**src/rtl/intr_pkg.sv**
```systemverilog
package intr_pkg;
  localparam int unsigned MIN_RESET_DEF = 3;

  typedef struct packed {
    logic req;
    logic instr_end;
    logic halted;
    logic hold;
  } accept_ctx_t;
endpackage

```
**src/rtl/intr_reset_qual.sv**
```systemverilog
module intr_reset_qual #(
  parameter int unsigned MIN_RESET = intr_pkg::MIN_RESET_DEF
) (
  input  logic clk_i,
  input  logic rst_ni,
  input  logic reset_req_i,
  output logic core_reset_o
);
  localparam int unsigned CNT_W = $clog2(MIN_RESET + 1);
  localparam logic [CNT_W-1:0] CNT_MAX = CNT_W'(MIN_RESET);

  logic [CNT_W-1:0] cnt_q;

  // saturating run-length counter on the raw request
  always_ff @(posedge clk_i or negedge rst_ni) begin
    if (!rst_ni)               cnt_q <= '0;
    else if (!reset_req_i)     cnt_q <= '0;
    else if (cnt_q != CNT_MAX) cnt_q <= cnt_q + CNT_W'(1);
  end

  assign core_reset_o = (cnt_q == CNT_MAX);

  a_r8_rise_needs_req: assert property (@(posedge clk_i) disable iff (!rst_ni)
    $rose(core_reset_o) |-> $past(reset_req_i));
  a_r8_drop_ends: assert property (@(posedge clk_i) disable iff (!rst_ni)
    !reset_req_i |=> !core_reset_o);
endmodule

```
**src/rtl/intr_accept.sv**
```systemverilog
module intr_accept
  import intr_pkg::*;
(
  input  logic        clk_i,
  input  logic        rst_ni,
  input  accept_ctx_t ctx_i,
  input  logic        inte_i,
  input  logic        pend_i,
  input  logic        core_reset_i,
  output logic        accept_o,
  output logic        halt_exit_o
);
  logic boundary;

  assign boundary    = ctx_i.instr_end | ctx_i.halted;
  assign accept_o    = ctx_i.req & inte_i & ~pend_i & ~ctx_i.hold & boundary & ~core_reset_i;
  assign halt_exit_o = accept_o & ctx_i.halted;

  a_r3_needs_enable: assert property (@(posedge clk_i) disable iff (!rst_ni)
    accept_o |-> inte_i && !core_reset_i);
  a_r4_no_accept_in_hold: assert property (@(posedge clk_i) disable iff (!rst_ni)
    ctx_i.hold |-> !accept_o);
endmodule

```
**src/rtl/intr_enable_reg.sv**
```systemverilog
module intr_enable_reg (
  input  logic clk_i,
  input  logic rst_ni,
  input  logic ei_i,
  input  logic di_i,
  input  logic m1_t1_i,
  input  logic accept_i,
  input  logic core_reset_i,
  output logic inte_o,
  output logic pend_o
);
  logic inte_q, pend_q, t1_clear;

  assign t1_clear = pend_q & m1_t1_i;

  // pending clear armed on accept, fires on the next fetch T1
  always_ff @(posedge clk_i or negedge rst_ni) begin
    if (!rst_ni)           pend_q <= 1'b0;
    else if (core_reset_i) pend_q <= 1'b0;
    else if (t1_clear)     pend_q <= 1'b0;
    else if (accept_i)     pend_q <= 1'b1;
  end

  // priority: reset, T1 clear, disable, enable
  always_ff @(posedge clk_i or negedge rst_ni) begin
    if (!rst_ni)           inte_q <= 1'b0;
    else if (core_reset_i) inte_q <= 1'b0;
    else if (t1_clear)     inte_q <= 1'b0;
    else if (di_i)         inte_q <= 1'b0;
    else if (ei_i)         inte_q <= 1'b1;
  end

  assign inte_o = inte_q;
  assign pend_o = pend_q;

  a_r1_enable_sets: assert property (@(posedge clk_i) disable iff (!rst_ni)
    ei_i && !di_i && !core_reset_i && !(pend_o && m1_t1_i) |=> inte_o);
  a_r2_disable_clears: assert property (@(posedge clk_i) disable iff (!rst_ni)
    di_i |=> !inte_o);
  a_r5_t1_clear_wins: assert property (@(posedge clk_i) disable iff (!rst_ni)
    pend_o && m1_t1_i |=> !inte_o);
  a_r6_single_accept: assert property (@(posedge clk_i) disable iff (!rst_ni)
    pend_o |-> !accept_i);
  a_r9_reset_clears: assert property (@(posedge clk_i) disable iff (!rst_ni)
    core_reset_i |=> !inte_o && !pend_o);
endmodule

```
**src/rtl/intr_enable_ctrl.sv**
```systemverilog
module intr_enable_ctrl
  import intr_pkg::*;
#(
  parameter int unsigned MIN_RESET_CYCLES = MIN_RESET_DEF
) (
  input  logic clk_i,
  input  logic rst_ni,
  input  logic reset_req_i,
  input  logic int_req_i,
  input  logic ei_i,
  input  logic di_i,
  input  logic instr_end_i,
  input  logic halted_i,
  input  logic hold_i,
  input  logic m1_t1_i,
  output logic inte_o,
  output logic int_accept_o,
  output logic halt_exit_o,
  output logic core_reset_o
);
  accept_ctx_t ctx;
  logic        core_reset, inte, pend, accept;

  assign ctx.req       = int_req_i;
  assign ctx.instr_end = instr_end_i;
  assign ctx.halted    = halted_i;
  assign ctx.hold      = hold_i;

  intr_reset_qual #(.MIN_RESET(MIN_RESET_CYCLES)) u_reset_qual (
    .clk_i        (clk_i),
    .rst_ni       (rst_ni),
    .reset_req_i  (reset_req_i),
    .core_reset_o (core_reset)
  );

  intr_accept u_accept (
    .clk_i        (clk_i),
    .rst_ni       (rst_ni),
    .ctx_i        (ctx),
    .inte_i       (inte),
    .pend_i       (pend),
    .core_reset_i (core_reset),
    .accept_o     (accept),
    .halt_exit_o  (halt_exit_o)
  );

  intr_enable_reg u_enable (
    .clk_i        (clk_i),
    .rst_ni       (rst_ni),
    .ei_i         (ei_i),
    .di_i         (di_i),
    .m1_t1_i      (m1_t1_i),
    .accept_i     (accept),
    .core_reset_i (core_reset),
    .inte_o       (inte),
    .pend_o       (pend)
  );

  assign inte_o       = inte;
  assign int_accept_o = accept;
  assign core_reset_o = core_reset;

  a_r7_halt_exit: assert property (@(posedge clk_i) disable iff (!rst_ni)
    halt_exit_o |-> halted_i && int_accept_o);
  a_r10_async_clear: assert property (@(posedge clk_i)
    !rst_ni |-> !inte_o && !core_reset_o && !int_accept_o);
endmodule

```
**config.mk**
```make
export PLATFORM = sky130hd
export DESIGN_NAME = intr_enable_ctrl
export DESIGN_NICKNAME = d
export VERILOG_FILES = /design/src/rtl/intr_pkg.sv /design/src/rtl/intr_reset_qual.sv /design/src/rtl/intr_accept.sv /design/src/rtl/intr_enable_reg.sv /design/src/rtl/intr_enable_ctrl.sv
export SDC_FILE = /design/constraint.sdc
export NUM_CORES = 1
export LEC_CHECK = 0
export ABC_AREA = 1
export BUFFER_PORTS_ARGS = -buffer_cell sky130_fd_sc_hd__buf_2
export CAP_MARGIN = 20
export CELL_PAD_IN_SITES_DETAIL_PLACEMENT = 0
export CELL_PAD_IN_SITES_GLOBAL_PLACEMENT = 1
export CORE_AREA = 4 4 41 43
export DETAILED_ROUTE_END_ITERATION = 10
export DIE_AREA = 0 0 45 47
export GPL_ROUTABILITY_DRIVEN = 0
export PLACE_DENSITY_LB_ADDON = 0.08
export SKIP_LAST_GASP = 1
export SYNTH_ARGS = -nofsm -noshare
export SYNTH_HDL_FRONTEND = slang
export SYNTH_SLANG_ARGS = --single-unit
```
**constraint.sdc**
```tcl
create_clock -name clk_i -period 3.15 [get_ports clk_i]
set_clock_uncertainty 0.1 [all_clocks]
set_input_delay 0.315 -clock clk_i [delete_from_list [all_inputs] [get_ports clk_i]]
set_output_delay 0.315 -clock clk_i [all_outputs]
set_load 0.01 [all_outputs]
```
======== Yosys cells after proc, flatten, opt, wreduce, memory -nomap -nowiden ========
Cells that the tools add are included.
word-level totals
  memory bits (writable) .................. 0
  bits in latches ......................... 0
  logic and storage cells ................. 29
  flip-flop bits (word level) ............. 4
  memories ................................ 0
  bits of input ports ..................... 10
  ROM bits ................................ 0
  output and inout bits ................... 4
operators by class
  add/subtract/negate cells ............... 1
  shift-type cells ........................ 0
  order comparisons ....................... 0
  multiply operators ...................... 0
  bitwise operators ....................... 11
  eq/ne operators ......................... 3
  divide/modulo/power cells ............... 0
  reduce and logical (&&, ||, !) cells .... 2
  multiplexer cells ....................... 9
operators with widths
  cell                                                    number
  bitwise AND 1 bit                                       7
  two-way mux 1 bit                                       7
  two-way mux 2 bit                                       2
  nonzero test 4 bit                                      1
  inverter 1 bit                                          3
  nonzero test 3 bit                                      1
  adder 2 x 1 -> 2 bit (second input constant)            1
  equality test 2 bit (second input constant)             1
  inequality test 2 x 1 -> 1 bit (second input constant)  1
  inequality test 2 bit (second input constant)           1
  bitwise OR 1 bit                                        1

======== Longest topological paths before layout ========
  depth in word-level cells ............... 8
  gate-level depth with buffers ........... 5
  gate-level depth less buffers ........... 5

======== Modules after synthesis ========
A second synthesis with hierarchy kept.
second synthesis, totals
  cells, all modules ...................... 32
  area total of the unflattened synthesis .. 225.2 um^2
by module, submodules not included
  module           cells an instance  times used  area an instance (um^2)
  intr_reset_qual  11                 1           97.6
  intr_enable_reg  10                 1           81.3
  intr_accept      11                 1           46.3

======== Least setup slack after synthesis ========
Ideal clock, no wire load.
  path type ............................... reg2out
  start ................................... reg u_reset_qual.cnt_q[0]
  end ..................................... out halt_exit_o
  cell stages (with the launch flop) ...... 5
  buffers on the path ..................... 0
  data required time ...................... 2.735 ns
  slack ................................... 1.777 ns
  arrival time ............................ 0.958 ns
  cells stage by stage .................... dfrtp_1 -> ha_1 -> inv_2 -> nand3_2 -> nor2_2
between the ends
  cells in the longest elaborated chain, start to end .. 4
RTL lines
  item                    RTL line                text
  start, declared         intr_reset_qual.sv:12   logic [CNT_W-1:0] cnt_q;
  start signal, assigned  intr_reset_qual.sv:18   else if (cnt_q != CNT_MAX) cnt_q <= cnt_q + CNT_W'(1);
  equality test 2 bit     intr_reset_qual.sv:21   assign core_reset_o = (cnt_q == CNT_MAX);
  net core_reset_o        intr_enable_ctrl.sv:19  output logic core_reset_o
  inverter 1 bit          intr_accept.sv:16       assign accept_o = ctx_i.req & inte_i & ~pend_i & ~ctx_i.hold & boundary & ~core_reset_i;
  bitwise AND 1 bit       intr_accept.sv:16
  bitwise AND 1 bit       intr_accept.sv:17       assign halt_exit_o = accept_o & ctx_i.halted;
  end, declared           intr_enable_ctrl.sv:18  output logic halt_exit_o,
The timed path passes the listed nets, and every way through them passes these cells.

======== Final worst setup path ========
  start ................................... reg u_reset_qual.cnt_q[0]
  end ..................................... out halt_exit_o
between the ends
  cells in the longest elaborated chain, start to end .. 4
RTL lines
  item                 RTL line
  equality test 2 bit  intr_reset_qual.sv:21
  inverter 1 bit       intr_accept.sv:16
  bitwise AND 1 bit    intr_accept.sv:16
  bitwise AND 1 bit    intr_accept.sv:17
Every way passes these cells.

==> impl_metrics.yaml <==
setup_path:
  rrSetupSlack_ns: 2.03
  start_kind: "register"
  cp.arrival_ns: 1.29
  required_ns: 2.73
  startpoint: "u_reset_qual.cnt_q[0]$_DFFE_PN0P_"
  crit_fanout: 6
  cp-end-kind: "output pin"
  crit_type: "reg -> out"
  r2r_end: "u_reset_qual.cnt_q[0]$_DFFE_PN0P_"
  cp-endpoint: "halt_exit_o"
  r2r_cells: 4
  reg2reg_from: "u_reset_qual.cnt_q[0]$_DFFE_PN0P_"
timing:
  hold_violations: 0
  max_freq_mhz: 588.1
  maxSlewViolCount: 0
  setup_ws_ns: 1.450
  relSlewSlack: 0.8994
  fin_crit_ns: 1.700
  rsz0062_at_grt: "no"
  setup_violations: 0
  worstMarginPinSlew_ns: 0.1494
  tns_ns: 0
  fin_crit_sh: 0.5398
synthesis:
  yosysSeqAreaShare: 0.4706
  ys_types: 12
  ys_ff_latch: 4
  synth.avg_cell_area_sq_um: 7.878
  netlist_instances: 27
  synthesis.nets: 38
  netlist_area_sq_um: 212.7
  yosys_warnings: 0
worst_hold_path:
  hold_depth: 2
  hold_path_class: "in -> reg"
pwr:
  clock_power_share: 0.395
  p_sw_frac: 0.2612
  combinationalPowerShare: 0.198
  power_density_mw_per_mm2: 477.3
  power.switching_w: 0.00004102
  internal_power_w: 0.0001160
  p_leak_nw: 0.2021
  post-layout-total-power_w: 0.0001571
  peakVddDrop_mv: 0.2929
  p_seq_frac: 0.407
die:
  die_y_microns: 47
  start_util: 0.1635
  top_level_ports: 14
  dieArea_sq_mm: 0.002115
  rows: 13
  die_w_microns: 45
  coreArea_sq_mm: 0.001301
placed_design:
  hpwl_microns: 415.5
  dp.cells: 55
  port_buffers: 13
  place_ws_ns: 1.682
global_routing:
  grt_max_degree: 7
  grt_antenna_before_repair: 0
  gr-total-overflow: 0
  grt_pass1_wl_microns: 765
  gr-usage-all-layers: 0.05538
  grt_pass1_vias: 217
drt:
  drtIter0Drc: 0
  vias: 214
  drc: 0
  finalWirelength_microns: 475
  drtAntennaViolNets: 0
  wl_per_cell_microns: 8.051
  via_per_inst: 3.627
  first_pass_iters: 1
layout:
  final_nets: 57
  drive_above_1_share: 0.4318
  n_antenna_cell: 0
  n_fill_cell: 159
  areaGrowthSynthToFinish_pct: 54.71
  fin_cells: 59
clock_network:
  clock-root-buffer: "clkbuf_4"
  clock_sinks: 4
  clk_pin_slew_worst_paths_ns: 0.04
  cts_tree: "done"
  postCtsSetupRepairBufs: 0
  cts_buffer_depth: 2
  cts_made_buffers: 3
  clk_latency_ns: 0.23
  htreeDepth: 1
outcome:
  status: "finished, final reports clean"
run:
  maxCapViolCount: 0
==> final cells by class <==
type / count / area, sq um / share of cell area
clock buffers: 3 / 22.52 / 0.06844
inverters: 5 / 18.77 / 0.05703
multi-input cells: 18 / 93.84 / 0.2852
flip-flops and latches: 4 / 100.1 / 0.3042
well taps: 15 / 18.77 / 0.05703
repair buffers: 14 / 75.07 / 0.2281
==> flip-flops by register name (all words and copies together) (netlist names) <==
| name | cells |
|---|---|
| u_enable.inte_o | 1 |
| u_enable.pend_o | 1 |
| u_reset_qual.cnt_q | 2 |
==> routing by layer <==
metal  global-route usage  wire [microns]
met5                    0               0
met4              0.03509              12
met3              0.04598              46
met2              0.07910             211
met1              0.05479             205
==> cells in the final DEF, fill, tap and decap left out <==
master / instances
nand2_1: 4
a21oi_1: 1
inv_1: 4
ha_1: 1
nor3_1: 1
nor2_2: 1
dfrtp_1: 4
buf_2: 13
nor2_1: 6
nand3b_1: 1
dlygate4sd3_1: 1
nand3_2: 1
o21ai_0: 2
clkbuf_4: 3
inv_2: 1
==> how the worst min path moves through the flow <==
| stage | from | endpoint |
|---|---|---|
| global route | di_i | u_enable.inte_o$_DFFE_PN0P_ |
| global placement | rst_ni | u_reset_qual.cnt_q[0]$_DFFE_PN0P_ |
| finish | di_i | u_enable.inte_o$_DFFE_PN0P_ |
| detailed placement | rst_ni | u_reset_qual.cnt_q[0]$_DFFE_PN0P_ |
| CTS | di_i | u_enable.inte_o$_DFFE_PN0P_ |
| floorplan | rst_ni | u_enable.inte_o$_DFFE_PN0P_ |
==> power groups by stage <==
stage / Sequential [W] / Clock [W] / Combinational, W
2_1_floorplan: 0.0000643 / 0 / 0.0000174
3_3_place_gp: 0.0000641 / 0 / 0.0000300
3_5_place_dp: 0.0000645 / 0 / 0.0000310
4_1_cts: 0.0000638 / 0.0000651 / 0.0000322
5_1_grt: 0.0000645 / 0.0000690 / 0.0000370
6_report: 0.0000640 / 0.0000620 / 0.0000311
==> synthesized netlist by cell type, drive strengths merged <==
cell | number | area [sq um]
inv | 5 | 18.76
ha | 1 | 12.51
a21oi | 1 | 5.000
nand3 | 1 | 10.01
nand3b | 1 | 7.510
nor3 | 1 | 5.000
o21ai | 2 | 10.01
nand2 | 4 | 15.01
nor2 | 7 | 28.78
dfrtp | 4 | 100.1
==> logic make-up after synthesis <==
family	count (synthesis)	share of synthesized area
buf+inv	5	0.08820
simple gates	14	0.3117
flops	4	0.4706
fa+ha+maj	1	0.05881
compound gates	3	0.07057
==> critical path, stage by stage, from the launching register on <==
cell,delay [ns]
dfrtp_1,0.38
ha_1,0.24
inv_2,0.11
nand3_2,0.11
nor2_2,0.08
buf_2,0.13
==> repair_timing <==
action                    CTS  global route
resized for setup           0             0
hold endpoints to repair    4             0
hold buffers                1             0
==> through the flow <==
| stage | utilization | cell area (sq um) | hold slack [ns] |
|---|---|---|---|
| after floorplan | - | 212.7 | -0.08059 |
| after global placement | 0.2279 | 296.5 | 0.02301 |
| after detailed placement | 0.2279 | 296.5 | 0.02663 |
| after CTS | 0.2529 | 329.1 | 0.1324 |
| after global routing | 0.2529 | 329.1 | 0.1351 |
| final | 0.2529 | 329.1 | 0.1370 |
(Power assumes the default switching activity.)
